File: src/rtl/wpg_pkg.sv
package wpg_pkg;
   typedef enum logic [2:0] {
      RQ_NONE    = 3'd0,
      RQ_PROG    = 3'd1,
      RQ_ERASE   = 3'd2,
      RQ_CHIP    = 3'd3,
      RQ_STWR    = 3'd4,
      RQ_WEN_SET = 3'd5,
      RQ_WEN_CLR = 3'd6,
      RQ_RSVD    = 3'd7
   } req_e;

   localparam int unsigned LVL_W  = 2;
   localparam int unsigned NBLK   = 4;
   localparam int unsigned SR_W   = 8;
   localparam int unsigned SR_LOCK_BIT = 7;
   localparam int unsigned SR_LVL_LO   = 2;
   localparam int unsigned SR_WEL_BIT  = 1;
endpackage

File: src/rtl/wpg_range.sv
module wpg_range
   import wpg_pkg::*;
#(
   parameter int unsigned ADDR_W = 17
) (
   input  logic [LVL_W-1:0]  level,
   input  logic [ADDR_W-1:0] addr,
   output logic [NBLK-1:0]   blk_locked,
   output logic              addr_locked
);
   localparam int unsigned BSEL_W = $clog2(NBLK);

   if (ADDR_W < BSEL_W + 1) begin : g_bad_width
      $error("wpg_range: ADDR_W too small for four blocks");
   end

   logic [BSEL_W-1:0] bsel;
   logic              unused_addr_lo;

   assign bsel           = addr[ADDR_W-1 -: BSEL_W];
   assign unused_addr_lo = ^addr[ADDR_W-BSEL_W-1:0];

   // Level n locks the top n of the upper blocks: 1 -> top quarter,
   // 2 -> top half, 3 -> everything.
   for (genvar b = 0; b < NBLK; b++) begin : g_blk
      localparam int unsigned FROM_TOP = NBLK - b;
      always_comb begin
         unique case (level)
            2'd0:    blk_locked[b] = 1'b0;
            2'd1:    blk_locked[b] = (FROM_TOP <= 1);
            2'd2:    blk_locked[b] = (FROM_TOP <= 2);
            default: blk_locked[b] = 1'b1;
         endcase
      end
   end

   assign addr_locked = blk_locked[bsel];
endmodule

File: src/rtl/wpg_latch.sv
module wpg_latch (
   input  logic clk,
   input  logic rst_n,
   input  logic set_i,
   input  logic clr_i,
   input  logic auto_clr_i,
   output logic wel_o
);
   // Priority: completion clear, then explicit clear, then set.
   always_ff @(posedge clk or negedge rst_n) begin
      if (!rst_n)          wel_o <= 1'b0;
      else if (auto_clr_i) wel_o <= 1'b0;
      else if (clr_i)      wel_o <= 1'b0;
      else if (set_i)      wel_o <= 1'b1;
   end
endmodule

File: src/rtl/wpg_statreg.sv
module wpg_statreg
   import wpg_pkg::*;
(
   input  logic             clk,
   input  logic             rst_n,
   input  logic             load_i,
   input  logic [SR_W-1:0]  wdata_i,
   input  logic             busy_i,
   input  logic             wel_i,
   output logic [LVL_W-1:0] level_o,
   output logic             lock_en_o,
   output logic [SR_W-1:0]  status_o
);
   logic unused_wdata;
   assign unused_wdata = ^{wdata_i[6:4], wdata_i[1:0]};

   always_ff @(posedge clk or negedge rst_n) begin
      if (!rst_n) begin
         level_o   <= '0;
         lock_en_o <= 1'b0;
      end else if (load_i) begin
         level_o   <= wdata_i[SR_LVL_LO +: LVL_W];
         lock_en_o <= wdata_i[SR_LOCK_BIT];
      end
   end

   always_comb begin
      status_o = '0;
      if (busy_i) begin
         status_o = '1;
      end else begin
         status_o[SR_LOCK_BIT]            = lock_en_o;
         status_o[SR_LVL_LO +: LVL_W]     = level_o;
         status_o[SR_WEL_BIT]             = wel_i;
      end
   end
endmodule

File: src/rtl/wpg_guard.sv
module wpg_guard
   import wpg_pkg::*;
#(
   parameter int unsigned ADDR_W = 17
) (
   input  logic              clk,
   input  logic              rst_n,
   input  logic [2:0]        req_kind,
   input  logic [ADDR_W-1:0] req_addr,
   input  logic [7:0]        req_wdata,
   input  logic              req_commit,
   input  logic              wp_n,
   input  logic              busy_in,
   input  logic              cycle_done,
   output logic              permit,
   output logic [7:0]        status_out,
   output logic [3:0]        erase_mask
);
   req_e             kind;
   logic             wel_q;
   logic [LVL_W-1:0] bp_q;
   logic             wpen_q;
   logic [NBLK-1:0]  blk_locked;
   logic             addr_locked;
   logic             idle;
   logic             hw_lock;
   logic             apply;

   assign kind    = req_e'(req_kind);
   assign idle    = !busy_in;
   assign hw_lock = wpen_q && !wp_n;

   wpg_range #(.ADDR_W(ADDR_W)) u_range (
      .level       (bp_q),
      .addr        (req_addr),
      .blk_locked  (blk_locked),
      .addr_locked (addr_locked)
   );

   always_comb begin
      unique case (kind)
         RQ_PROG, RQ_ERASE:     permit = wel_q && idle && !addr_locked;
         RQ_CHIP:               permit = wel_q && idle && (bp_q != 2'd3);
         RQ_STWR:               permit = wel_q && idle && !hw_lock;
         RQ_WEN_SET, RQ_WEN_CLR: permit = idle;
         default:               permit = 1'b0;
      endcase
   end

   assign apply      = req_commit && permit;
   assign erase_mask = ~blk_locked;

   wpg_latch u_latch (
      .clk        (clk),
      .rst_n      (rst_n),
      .set_i      (apply && kind == RQ_WEN_SET),
      .clr_i      (apply && kind == RQ_WEN_CLR),
      .auto_clr_i (cycle_done),
      .wel_o      (wel_q)
   );

   wpg_statreg u_stat (
      .clk       (clk),
      .rst_n     (rst_n),
      .load_i    (apply && kind == RQ_STWR),
      .wdata_i   (req_wdata),
      .busy_i    (busy_in),
      .wel_i     (wel_q),
      .level_o   (bp_q),
      .lock_en_o (wpen_q),
      .status_o  (status_out)
   );
endmodule

File: config.mk
export PLATFORM = sky130hd
export DESIGN_NAME = wpg_guard
export DESIGN_NICKNAME = d
export VERILOG_FILES = /design/src/rtl/wpg_pkg.sv /design/src/rtl/wpg_range.sv /design/src/rtl/wpg_latch.sv /design/src/rtl/wpg_statreg.sv /design/src/rtl/wpg_guard.sv
export SDC_FILE = /design/constraint.sdc
export NUM_CORES = 1
export LEC_CHECK = 0
export ABC_AREA = 1
export BUFFER_PORTS_ARGS = -buffer_cell sky130_fd_sc_hd__buf_2
export CAP_MARGIN = 5
export CORE_AREA = 4 4 41 43
export DETAILED_ROUTE_END_ITERATION = 6
export DIE_AREA = 0 0 45 47
export GPL_TIMING_DRIVEN = 0
export HOLD_SLACK_MARGIN = 0.03
export PLACE_DENSITY = 0.73
export SYNTH_ARGS = -nofsm -noshare
export SYNTH_HDL_FRONTEND = slang
export SYNTH_SLANG_ARGS = --single-unit
File: constraint.sdc
create_clock -name clk -period 2.57 [get_ports clk]
set_clock_uncertainty 0.05 [all_clocks]
set_input_delay 0.1285 -clock clk [delete_from_list [all_inputs] [get_ports clk]]
set_output_delay 0.1285 -clock clk [all_outputs]
set_load 0.05 [all_outputs]
Yosys cells after proc, flatten, opt, wreduce, memory -nomap -nowiden

Index checks and enable logic that the tools add are counted.

Bits in latches: 0
Bits in read-only memories: 0
Memories: 0
Bits of input ports: 34
Output and inout bits: 13
Register bits: 4
Memory bits (writable): 0

Muxes and demuxes: 13
$lt $le $gt $ge: 1
Multipliers: 0
Shift operators: 0
Bitwise gates (word level): 1
Reduce and logical (&&, ||, !) cells: 19
Equal/unequal tests: 9
Divide/modulo/power cells: 0
Add/subtract/negate cells: 0

Operators by type and width:

| cell                 | count |
|---|---|
| $eq A3 B3 Y1 const B | 3 |
| $logic_and A1 B1 Y1  | 9 |
| $mux W1              | 9 |
| $eq A3 B2 Y1 const B | 2 |
| $mux W3              | 2 |
| $reduce_or A2 Y1     | 3 |
| $logic_not A1 Y1     | 4 |
| $not A4 Y4           | 1 |
| $pmux W1 S4          | 1 |
| $eq A3 B1 Y1 const B | 1 |
| $lt A2 B3 Y1 const B | 1 |
| $reduce_bool A3 Y1   | 1 |
| $reduce_or A3 Y1     | 1 |
| $bmux W1 S2          | 1 |
| $eq A2 B1 Y1 const B | 1 |
| $eq A2 B2 Y1 const B | 1 |
| $logic_not A2 Y1     | 1 |
| $ne A2 B2 Y1 const B | 1 |

Longest topological paths before layout

Depth after elaboration: 13
Depth in mapped cells: 11

Hierarchy

A second synthesis with hierarchy kept.

Cells, all modules: 77
Area, all modules: 437.9 um2

Modules (own cells, without submodules):

| module      | cells an instance | seq. area each (um2) | times used | area an instance (um2) |
|---|---|---|---|---|
| wpg_guard   | 38                | 0.0                  | 1          | 175.2 |
| wpg_statreg | 21                | 75.1                 | 1          | 167.7 |
| wpg_range   | 12                | 0.0                  | 1          | 51.3 |
| wpg_latch   | 6                 | 25.0                 | 1          | 43.8 |

Least setup slack after synthesis

No wires, ideal clock.

Path type: reg2reg
Start: register u_stat.level_o[1]
End: register u_stat.level_o[1]
Data required time: 2399 ps
Cell stages (with the launch flop): 11
Library setup time: 121 ps
Data arrival time: 1305 ps
Path buffers: 0
Setup slack: 1095 ps
Clock period less this slack: 1475 ps
Cells stage by stage: dfrtp_1 > inv_2 > nand2_1 > nand2_1 > nand2_1 > nand2_1 > nand2_2 > nand2_4 > nand3_4 > nand2_1 > o21ai_1

Cells in the longest elaborated chain, start to end: 10
Elaborated cells between the ends (all ways): 17
Those cells by class: eq/ne: 3; mux: 6; reduce/logical: 8

RTL lines:

| what                                                                  | RTL line          | RTL |
|---|---|---|
| from (decl)                                                           | wpg_statreg.sv:10 | `output logic [LVL_W-1:0] level_o,` |
| from (signal assigned)                                                | wpg_statreg.sv:22 | `level_o <= wdata_i[SR_LVL_LO +: LVL_W];` |
| $eq A2 B2 Y1, or another cell as far along                            | wpg_range.sv:28   | `unique case (level)` |
| $reduce_or A3 Y1 (no line) / $reduce_or A2 Y1 (equally long branches) | --                |  |
| $mux W1                                                               | wpg_range.sv:28   |  |
| $bmux W1 S2                                                           | wpg_range.sv:37   | `assign addr_locked = blk_locked[bsel];` |
| $mux W1 (implied by the code)                                         | wpg_range.sv:37   |  |
| $logic_not A1 Y1                                                      | wpg_guard.sv:42   | `RQ_PROG, RQ_ERASE: permit = wel_q && idle && !addr_locked;` |
| $logic_and A1 B1 Y1                                                   | wpg_guard.sv:42   |  |
| $pmux W1 S4 *                                                         | wpg_guard.sv:41   | `unique case (kind)` |
| net permit                                                            | wpg_guard.sv:15   | `output logic permit,` |
| $logic_and A1 B1 Y1 *                                                 | wpg_guard.sv:50   | `assign apply = req_commit && permit;` |
| $logic_and A1 B1 Y1 *                                                 | wpg_guard.sv:65   | `.load_i (apply && kind == RQ_STWR),` |

The timed path passes the listed nets; every way through them passes the cells marked *. The select of a mux whose other input is x is not followed.
A chain may end at the register's enable or synchronous reset.

Worst setup path after layout

Start: register u_stat.level_o[0]
End: output permit

Cells in the longest elaborated chain, start to end: 8
Elaborated cells between the ends (all ways): 15
Those cells by class: eq/ne: 3; mux: 6; reduce/logical: 6

RTL lines:

| what                                                                  | RTL line |
|---|---|
| $eq A2 B2 Y1, or another cell as far along                            | wpg_range.sv:28 |
| $reduce_or A3 Y1 (no line) / $reduce_or A2 Y1 (equally long branches) | -- |
| $mux W1                                                               | wpg_range.sv:28 |
| $bmux W1 S2                                                           | wpg_range.sv:37 |
| $mux W1 (implied by the code)                                         | wpg_range.sv:37 |
| $logic_not A1 Y1                                                      | wpg_guard.sv:42 |
| $logic_and A1 B1 Y1                                                   | wpg_guard.sv:42 |
| $pmux W1 S4 *                                                         | wpg_guard.sv:41 |
| to (decl)                                                             | wpg_guard.sv:15 |

Mark *: on every way between the ends. The rest lies on a longest branch, timed or not. The select of a mux whose other input is x is not followed.

==> results_dict.tcl <==
set metrics [dict create \
    clk_pin_slew_ns 0.04 \
    netlist_instances 57 \
    required_ns 2.39 \
    syn2layout_area_growth_pct 49.0 \
    critPathLaunchType "flip-flop" \
    slew_headroom 0.755 \
    die_height_um 47 \
    worstPathMaxFanout 6 \
    antenna_found_initial 0 \
    htreeDepth 1 \
    grt_max_degree 7 \
    start_util 0.285 \
    synth.largest_area_cell "dfrtp_1" \
    r2r-start "u_stat.level_o[0]" \
    ant_nets 0 \
    cts-resized-gates 0 \
    drc 0 \
    cp.arrival_ns 1.34 \
    ys_seq_area_frac 0.270 \
    setup_viol 0 \
    dp_hpwl_um 774 \
    fin_crit_ns 1.52 \
    diodes 0 \
    post-cts-setup-buffer-count 0 \
    hold_buffers 1 \
    via_count 412 \
    nNetsFinal 123 \
    maxSlewViolCount 0 \
    hold_path_class "primary input to flip-flop" \
    avgViaCountPerCell 4.04 \
    grt_pass1_vias 336 \
    p_leak_nw 0.315 \
    postLayoutCellArea_um2 552 \
    grt_pass1_wl_um 1340 \
    ir_drop_mv 0.252 \
    fp.coreArea_mm2 0.00130 \
    fmax_ghz 0.658 \
    insertion_delay_ns 0.23 \
    cp-startpoint "u_stat.level_o[0]" \
    die_w_um 45 \
    place_congestion 0.730 \
    clock_path_buffers 2 \
    hp-start "req_wdata[2]" \
    cp-end-kind "output pin" \
    finalCritPeriodShare 0.592 \
    syn-num-nets 91 \
    cts_root_buf "clkbuf_4" \
    status "finished, final reports clean" \
    power_uw 290 \
    cap_viol_max_count 0 \
    hold_viol 0 \
    std_cell_rows 13 \
    grtUsageTotal 0.0880 \
    drt_iter0_markers 6 \
    dieArea_mm2 0.00212 \
    placed_area_um2 519 \
    avgSynthCellArea_um2 6.50 \
    synth_top_area_share 0.270 \
    rsz0062_at_grt "false" \
    tightest_slew_ns 0.365 \
    critPathKind "flip-flop to output pin" \
    pin_count 47 \
    routed_wl_um 904 \
    cts.sinks 4 \
    fill_cells 154 \
    ys_types 17 \
    synth_seq_cells 4 \
    port_buffers 26 \
    ys_top_cells_by_area "dfrtp_1 (27%), nand2_1 (17%), buf_4 (10%)" \
    power_density_mw_per_mm2 526 \
    drive_gt1_frac 0.494 \
    routedWlPerCell_um 8.86 \
    cts_tree "yes" \
    fin_tns_setup_ns 0 \
    grt.overflow.total 0 \
    syn_area_um2 370 \
    yosys_warnings 0 \
    numCtsBuffers 3 \
    first_pass_iters 4 \
]
[state kept, by name, summed over array words and instances (netlist names)]
name              flops
u_stat.level_o        2
u_stat.lock_en_o      1
u_latch.wel_o         1
[path summary, 6_finish.rpt]
kind	slack (ns)	end	depth (start not counted)
worst max-delay path	1.05	permit	8
worst min-delay path	0.08	u_stat.level_o[0]	3
worst max register to register	1.32	u_stat.level_o[1]	10
worst min register to register	0.45	u_stat.lock_en_o	2
max in group asynchronous	2.17	u_stat.level_o[1]	2
min in group asynchronous	0.18	u_stat.lock_en_o	2
[worst max-delay path: stages, from the launching register on]
cell and delay (ns):
dfrtp_1 0.42, nand2_1 0.08, nand2_1 0.05, nand2_1 0.06, nand2_1 0.04, nand2_1 0.06, nand2_2 0.06, nand2_4 0.08
buf_2 0.26
[power by group]
group          internal (mW)  switching (mW)
Sequential            0.0703         0.00807
Clock                 0.0522          0.0249
Combinational         0.0377          0.0970
[metal layers]
layer / share of wire / vias to the layer above / wire length, um / track usage
met5: 0 / - / 0 / 0
met4: 0 / 0 / 0 / 0.0702
met3: 0.069 / 0 / 62 / 0.0153
met2: 0.49 / 13 / 439 / 0.144
met1: 0.44 / 171 / 401 / 0.101
li1: - / 228 / - / -
[cells by family (layout without fill, tap and decap cells)]
group	after synthesis	after routing	share of synthesized area
simple gates	29	29	0.389
buf+inv	16	46	0.213
flops	4	4	0.270
compound gates	8	8	0.128
[synthesized netlist by cell type, drive strengths merged]
master / instances
o21ai: 5
or2: 1
a21oi: 3
nor2: 5
dfrtp: 4
buf: 5
inv: 11
nand3: 3
nor3: 1
nand2: 19
[stage by stage]
step	cells	worst slack [ns]	util	hold WS, ns
global placement	98	1.30	0.399	-0.114
CTS	102	1.03	0.424	0.0716
floorplan	57	1.09	-	-0.217
global route	102	0.966	0.424	0.0877
detailed placement	98	1.28	0.399	-0.111
finish	102	1.05	0.424	0.0805
[cells in the final DEF (no fill, tap or decap), drive strengths merged]
cell	n
clkbuf	3
nand2	19
nor2	5
nand3	3
dfrtp	4
nor3	1
dlygate4sd3	1
inv	11
buf	31
or2	1
o21ai	5
a21oi	3
[final cells by class]
cell class	instances	area (um2)	area share
well taps	15	18.8	0.0340
clock buffers	3	22.5	0.0408
repair buffers	27	140	0.254
flip-flops and latches	4	100	0.181
multi-input cells	37	191	0.347
plain buffers	5	37.5	0.0680
inverters	11	41.3	0.0748
Note: power is estimated with default switching activity, not from simulation.
